$ cat config.mk
export PLATFORM = sky130hd
export DESIGN_NAME = wb_regbus_bridge
export DESIGN_NICKNAME = d
export VERILOG_FILES = /design/src/rtl/wrb_pkg.sv /design/src/rtl/wrb_ctrl.sv /design/src/rtl/wrb_rdata.sv /design/src/rtl/wb_regbus_bridge.sv
export SDC_FILE = /design/constraint.sdc
export NUM_CORES = 1
export LEC_CHECK = 0
export BUFFER_PORTS_ARGS = -buffer_cell sky130_fd_sc_hd__buf_2
export CAP_MARGIN = 5
export CORE_MARGIN = 2
export CORE_UTILIZATION = 41
export CTS_BUF_LIST = sky130_fd_sc_hd__clkbuf_8
export CTS_CLUSTER_DIAMETER = 80
export DETAILED_ROUTE_END_ITERATION = 16
export HOLD_SLACK_MARGIN = 0.15
export PLACE_DENSITY_LB_ADDON = 0.12
export SLEW_MARGIN = 20
export SYNTH_ARGS = -nofsm -noshare
export SYNTH_HDL_FRONTEND = slang
export SYNTH_SLANG_ARGS = --single-unit
$ cat constraint.sdc
create_clock -name clk -period 1.48 [get_ports clk]
set_input_delay 0.074 -clock clk [delete_from_list [all_inputs] [get_ports clk]]
set_output_delay 0.074 -clock clk [all_outputs]
set_load 0.02 [all_outputs]
$ cat src/rtl/wrb_pkg.sv
package wrb_pkg;
  typedef enum logic [1:0] {
    ST_IDLE = 2'd0,
    ST_WAIT = 2'd1,
    ST_RESP = 2'd2
  } wrb_state_t;
endpackage

$ cat src/rtl/wrb_ctrl.sv
module wrb_ctrl
  import wrb_pkg::*;
#(
  parameter int AW    = 3,
  parameter int RB_DW = 8
) (
  input  logic             clk,
  input  logic             rst,
  input  logic             cyc,
  input  logic             stb,
  input  logic             we,
  input  logic [AW-1:0]    adr,
  input  logic [RB_DW-1:0] lane_wdata,
  input  logic             lane_sel,
  input  logic             rb_ack,
  output logic             rb_req,
  output logic [AW-1:0]    rb_addr,
  output logic             rb_we,
  output logic [RB_DW-1:0] rb_wdata,
  output logic             wb_ack,
  output logic             cap_en
);
  wrb_state_t state;
  logic       orphan;
  logic       start;
  logic       masked;
  logic       live;

  assign start  = cyc && stb;
  assign masked = start && we && !lane_sel;
  assign live   = cyc && !orphan;
  assign cap_en = (state == ST_WAIT) && rb_ack && !rb_we && live;

  always_ff @(posedge clk) begin
    if (rst) begin
      state    <= ST_IDLE;
      rb_req   <= 1'b0;
      rb_addr  <= '0;
      rb_we    <= 1'b0;
      rb_wdata <= '0;
      wb_ack   <= 1'b0;
      orphan   <= 1'b0;
    end else begin
      case (state)
        ST_IDLE: begin
          wb_ack <= 1'b0;
          orphan <= 1'b0;
          if (masked) begin
            wb_ack <= 1'b1;
            state  <= ST_RESP;
          end else if (start) begin
            rb_req   <= 1'b1;
            rb_addr  <= adr;
            rb_we    <= we;
            rb_wdata <= lane_wdata;
            state    <= ST_WAIT;
          end
        end
        ST_WAIT: begin
          if (!cyc) orphan <= 1'b1;
          if (rb_ack) begin
            rb_req <= 1'b0;
            if (live) begin
              wb_ack <= 1'b1;
              state  <= ST_RESP;
            end else begin
              state <= ST_IDLE;
            end
          end
        end
        default: begin
          wb_ack <= 1'b0;
          state  <= ST_IDLE;
        end
      endcase
    end
  end


  hold_chk: assert property (@(posedge clk) disable iff (rst)
    rb_req && !rb_ack |=> rb_req && $stable(rb_addr) && $stable(rb_we) && $stable(rb_wdata));


  drop_chk: assert property (@(posedge clk) disable iff (rst)
    rb_req && rb_ack |=> !rb_req);


  ack_pulse_chk: assert property (@(posedge clk) disable iff (rst)
    wb_ack |=> !wb_ack);


  masked_chk: assert property (@(posedge clk) disable iff (rst)
    (state == ST_IDLE) && masked |=> wb_ack && !rb_req);


  orphan_chk: assert property (@(posedge clk) disable iff (rst)
    rb_req && rb_ack && !cyc |=> !wb_ack);


  stray_chk: assert property (@(posedge clk) disable iff (rst)
    (state == ST_IDLE) && rb_ack && !masked |=> !wb_ack);
endmodule

$ cat src/rtl/wrb_rdata.sv
module wrb_rdata #(
  parameter int RB_DW = 8,
  parameter int WB_DW = 32
) (
  input  logic             clk,
  input  logic             rst,
  input  logic             cap_en,
  input  logic [RB_DW-1:0] rb_rdata,
  output logic [WB_DW-1:0] wb_rdat
);
  localparam int PAD_W = WB_DW - RB_DW;

  logic [RB_DW-1:0] byte_q;

  always_ff @(posedge clk) begin
    if (rst) byte_q <= '0;
    else if (cap_en) byte_q <= rb_rdata;
  end

  generate
    if (PAD_W > 0) begin : g_pad
      assign wb_rdat = {{PAD_W{1'b0}}, byte_q};
    end else begin : g_nopad
      assign wb_rdat = byte_q;
    end
  endgenerate


  capture_chk: assert property (@(posedge clk) disable iff (rst)
    cap_en |=> wb_rdat[RB_DW-1:0] == $past(rb_rdata));
endmodule

$ cat src/rtl/wb_regbus_bridge.sv
module wb_regbus_bridge #(
  parameter int WB_DW = 32,
  parameter int RB_DW = 8,
  parameter int AW    = 3
) (
  input  logic             clk,
  input  logic             rst,
  input  logic             wbs_cyc,
  input  logic             wbs_stb,
  input  logic             wbs_we,
  input  logic [AW-1:0]    wbs_adr,
  input  logic [WB_DW-1:0] wbs_wdat,
  input  logic [WB_DW/8-1:0] wbs_sel,
  output logic             wbs_ack,
  output logic [WB_DW-1:0] wbs_rdat,
  output logic             reg_req,
  output logic [AW-1:0]    reg_addr,
  output logic             reg_wr,
  output logic [RB_DW-1:0] reg_wdata,
  input  logic             reg_ack,
  input  logic [RB_DW-1:0] reg_rdata
);
  logic cap_en;

  wrb_ctrl #(.AW(AW), .RB_DW(RB_DW)) u_ctrl (
    .clk        (clk),
    .rst        (rst),
    .cyc        (wbs_cyc),
    .stb        (wbs_stb),
    .we         (wbs_we),
    .adr        (wbs_adr),
    .lane_wdata (wbs_wdat[RB_DW-1:0]),
    .lane_sel   (wbs_sel[0]),
    .rb_ack     (reg_ack),
    .rb_req     (reg_req),
    .rb_addr    (reg_addr),
    .rb_we      (reg_wr),
    .rb_wdata   (reg_wdata),
    .wb_ack     (wbs_ack),
    .cap_en     (cap_en)
  );

  wrb_rdata #(.RB_DW(RB_DW), .WB_DW(WB_DW)) u_rdata (
    .clk      (clk),
    .rst      (rst),
    .cap_en   (cap_en),
    .rb_rdata (reg_rdata),
    .wb_rdat  (wbs_rdat)
  );


  upper_zero_chk: assert property (@(posedge clk) disable iff (rst)
    wbs_ack |-> wbs_rdat[WB_DW-1:RB_DW] == '0);
endmodule

==> flow_metrics.tcl <==
set metrics [dict create \
    status "finished clean" \
    crit_slowest_cell "dlygate4sd3_1" \
    yosysMostFrequentCell "nand2b_1" \
    synth_edf_count 0 \
    clkLatencyLatePin_ns 0.27 \
    synth_ff_type "dfxtp_1" \
    die_h_um 61.0 \
    dr_total_vias 1050 \
    core_sq_mm 0.00308 \
    via_per_inst 4.15 \
    whs_endpoint "u_ctrl.wb_ack" \
    gp_congestion 0.753 \
    cp_num_buf_inv 3 \
    die-area_sq_mm 0.00372 \
    setup_violations 0 \
    cts.clk_slew.worst_paths_ns 0.09 \
    initial_utilization 0.433 \
    synth_top_family_by_area "simple AND/OR/NAND/NOR gates" \
    grt_usage 0.149 \
    place_ws_ns 0.185 \
    maxSlewViolCount 0 \
    postLayoutSetupSlackWorst_ns 0.0747 \
    start_kind "input pin" \
    tns_ns 0 \
    synth_compound_area_frac 0.0385 \
    whs_path_depth 2 \
    cts_tree "done" \
    clock_sinks 25 \
    rsz0062_at_grt "no" \
    crit_chain "dlygate4sd3_1, buf_4, nand3b_1, dlygate4sd3_1, a221oi_2" \
    cp_max_fo 5 \
    syn_area_per_cell_sq_um 9.65 \
    maxCapViolations 0 \
    grt_max_degree 45 \
    hold_violations 0 \
    post-cts-setup-buffer-count 0 \
    synth_area_sq_mm 0.00133 \
    fin_crit_sh 0.950 \
    max_stage_delay_ns 0.57 \
    tightest_slew_ns 0.536 \
    min-delay-start "rst" \
    synth_top_area_cell "dfxtp_1" \
    die_w_um 61.0 \
    r2r_cells 3 \
    synth_cells 138 \
    grt_pass1_wl_um 4110 \
    cts_buffers 3 \
    synth-simple-area-share 0.264 \
    rows 20 \
    cp.required_ns 1.67 \
    avgRoutedWirePerCell_um 10.2 \
    port_buffers 47 \
    yosys_warnings 0 \
    drive_above_1_share 0.273 \
    finClkSkew_ns 0.00170 \
    synth.area.mux_share 0.143 \
    root_buffer "clkbuf_8" \
    power.density_mw_per_mm2 780 \
    reg2reg_from "u_ctrl.state[0]" \
    ios 99 \
    ant_nets 0 \
    gr-total-overflow 0 \
    syn_to_final_growth_pct 36.5 \
    num_antenna_cells 0 \
    max-slew-margin-rel 0.643 \
    cp.arrival_ns 1.60 \
    worstSetupPathType "in2reg" \
    num-nets-final 263 \
    drt_iter0_drc 26 \
    worst_r2r_endpoint "u_ctrl.state[1]" \
    dp_hpwl_um 1720 \
    async_flop_share 0 \
    cts_htree_levels 1 \
    synth_area_leaders "dfxtp_1 38%, nand2b_1 18%, mux2i_1 14%" \
    rrSetupSlack_ns 0.10 \
    grt_pass1_vias 977 \
    routed_wl_um 2590 \
    antenna_found_initial 0 \
    period_minus_slack_ns 1.41 \
    min_path_type "in2reg" \
    synthXorXnorAreaFrac 0 \
    yosys.area.top_type_share 0.376 \
    synth_fa_ha_area_frac 0 \
    ys_types 22 \
    synth_common_cells "38 x nand2b_1, 25 x buf_4, 25 x dfxtp_1" \
    peakVddDrop_v 0.000447 \
    worst_path_most_repeated_cell "dlygate4sd3_1" \
    first_pass_iters 4 \
    ys_ff_latch 25 \
    drc 0 \
    critPathTopFamily "buffers and inverters" \
    clk_path_buf_depth 2 \
    max_freq_mhz 712 \
    ys_seq_area_frac 0.376 \
    endpoint_kind "register" \
    leakagePower_nw 0.831 \
]
cells by family after synthesis:
group	after synthesis
muxes	19
DFF	25
AOI/OAI and AO/OA	8
and+or+nand+nor	54
other	1
buffers and inverters	31
report_power, final:
group | total, W | internal [W] | leakage, nW | switching (W)
Combinational | 0.000299 | 0.000141 | 0.607 | 0.000157
Sequential | 0.000708 | 0.000696 | 0.203 | 0.0000124
Clock | 0.000410 | 0.000191 | 0.0217 | 0.000220
Total | 0.00142 | 0.00103 | 0.831 | 0.000390
placed cells by master, fill, tap and decap left out, drive strengths merged, types with 2 or more instances in the layout:
cell and n:
nor3 2, nor2b 4, nand2b 38, conb 24
nand3b 2, dlygate4sd3 25, clkbuf 3, mux2i 19
a21oi 4, nor2 3, dfxtp 25, and3b 2
buf 50
worst reg2reg max path, cell delays in order (launching register included):
cell           delay (ns)
dfxtp_1              0.35
nand3b_1             0.16
dlygate4sd3_1        0.57
a221oi_2             0.23
routing by layer:
layer / vias to the layer above / wire length, um / global-route usage
met5: - / 0 / 0
met4: 0 / 29 / 0.0559
met3: 3 / 141 / 0.0320
met2: 38 / 1310 / 0.266
met1: 469 / 1110 / 0.175
li1: 540 / - / -
repair_timing:
action / in CTS / in global routing
setup endpoints to repair: 0 / 1
hold buffers: 25 / 0
gates resized for setup: 0 / 2
endpoints found under the hold margin: 23 / 0
area by class of cell:
type                       instances  area [sq um]
fill                             289          1260
multi-input combinational        105           689
timing repair buffer              75           523
sequential                        25           500
tap                               44          55.1
clock buffer                       3          41.3
clock inverter                     1          7.51
how the worst max path moves through the flow:
stage | from | end | cells after the start
global route | wbs_cyc | u_ctrl.state[1] | 5
detailed placement | u_ctrl.state[0] | u_ctrl.rb_wdata[5] | 4
global placement | u_ctrl.state[0] | u_ctrl.rb_wdata[0] | 4
CTS | wbs_cyc | u_ctrl.state[1] | 5
finish | wbs_cyc | u_ctrl.state[1] | 5
floorplan | u_ctrl.state[0] | u_ctrl.rb_addr[0] | 5
metrics by stage:
step,util,power (W),instances,cell area (sq um),hold slack (ns)
2_1_floorplan,-,0.000948,161,1420,0.229
3_3_place_gp,0.490,0.000963,224,1510,0.337
3_5_place_dp,0.490,0.000968,224,1510,0.345
4_1_cts,0.587,0.00143,253,1810,0.297
5_1_grt,0.590,0.00149,253,1820,0.352
6_report,0.590,0.00142,253,1820,0.296
flip-flops by register name, summed over array words and instances (netlist names):
register	count
u_ctrl.rb_wdata	8
u_ctrl.rb_addr	3
u_ctrl.state	2
u_rdata.byte_q	8
u_ctrl.wb_ack	1
u_ctrl.rb_req	1
u_ctrl.rb_we	1
u_ctrl.orphan	1
Note: power is estimated with default switching activity, not from simulation.
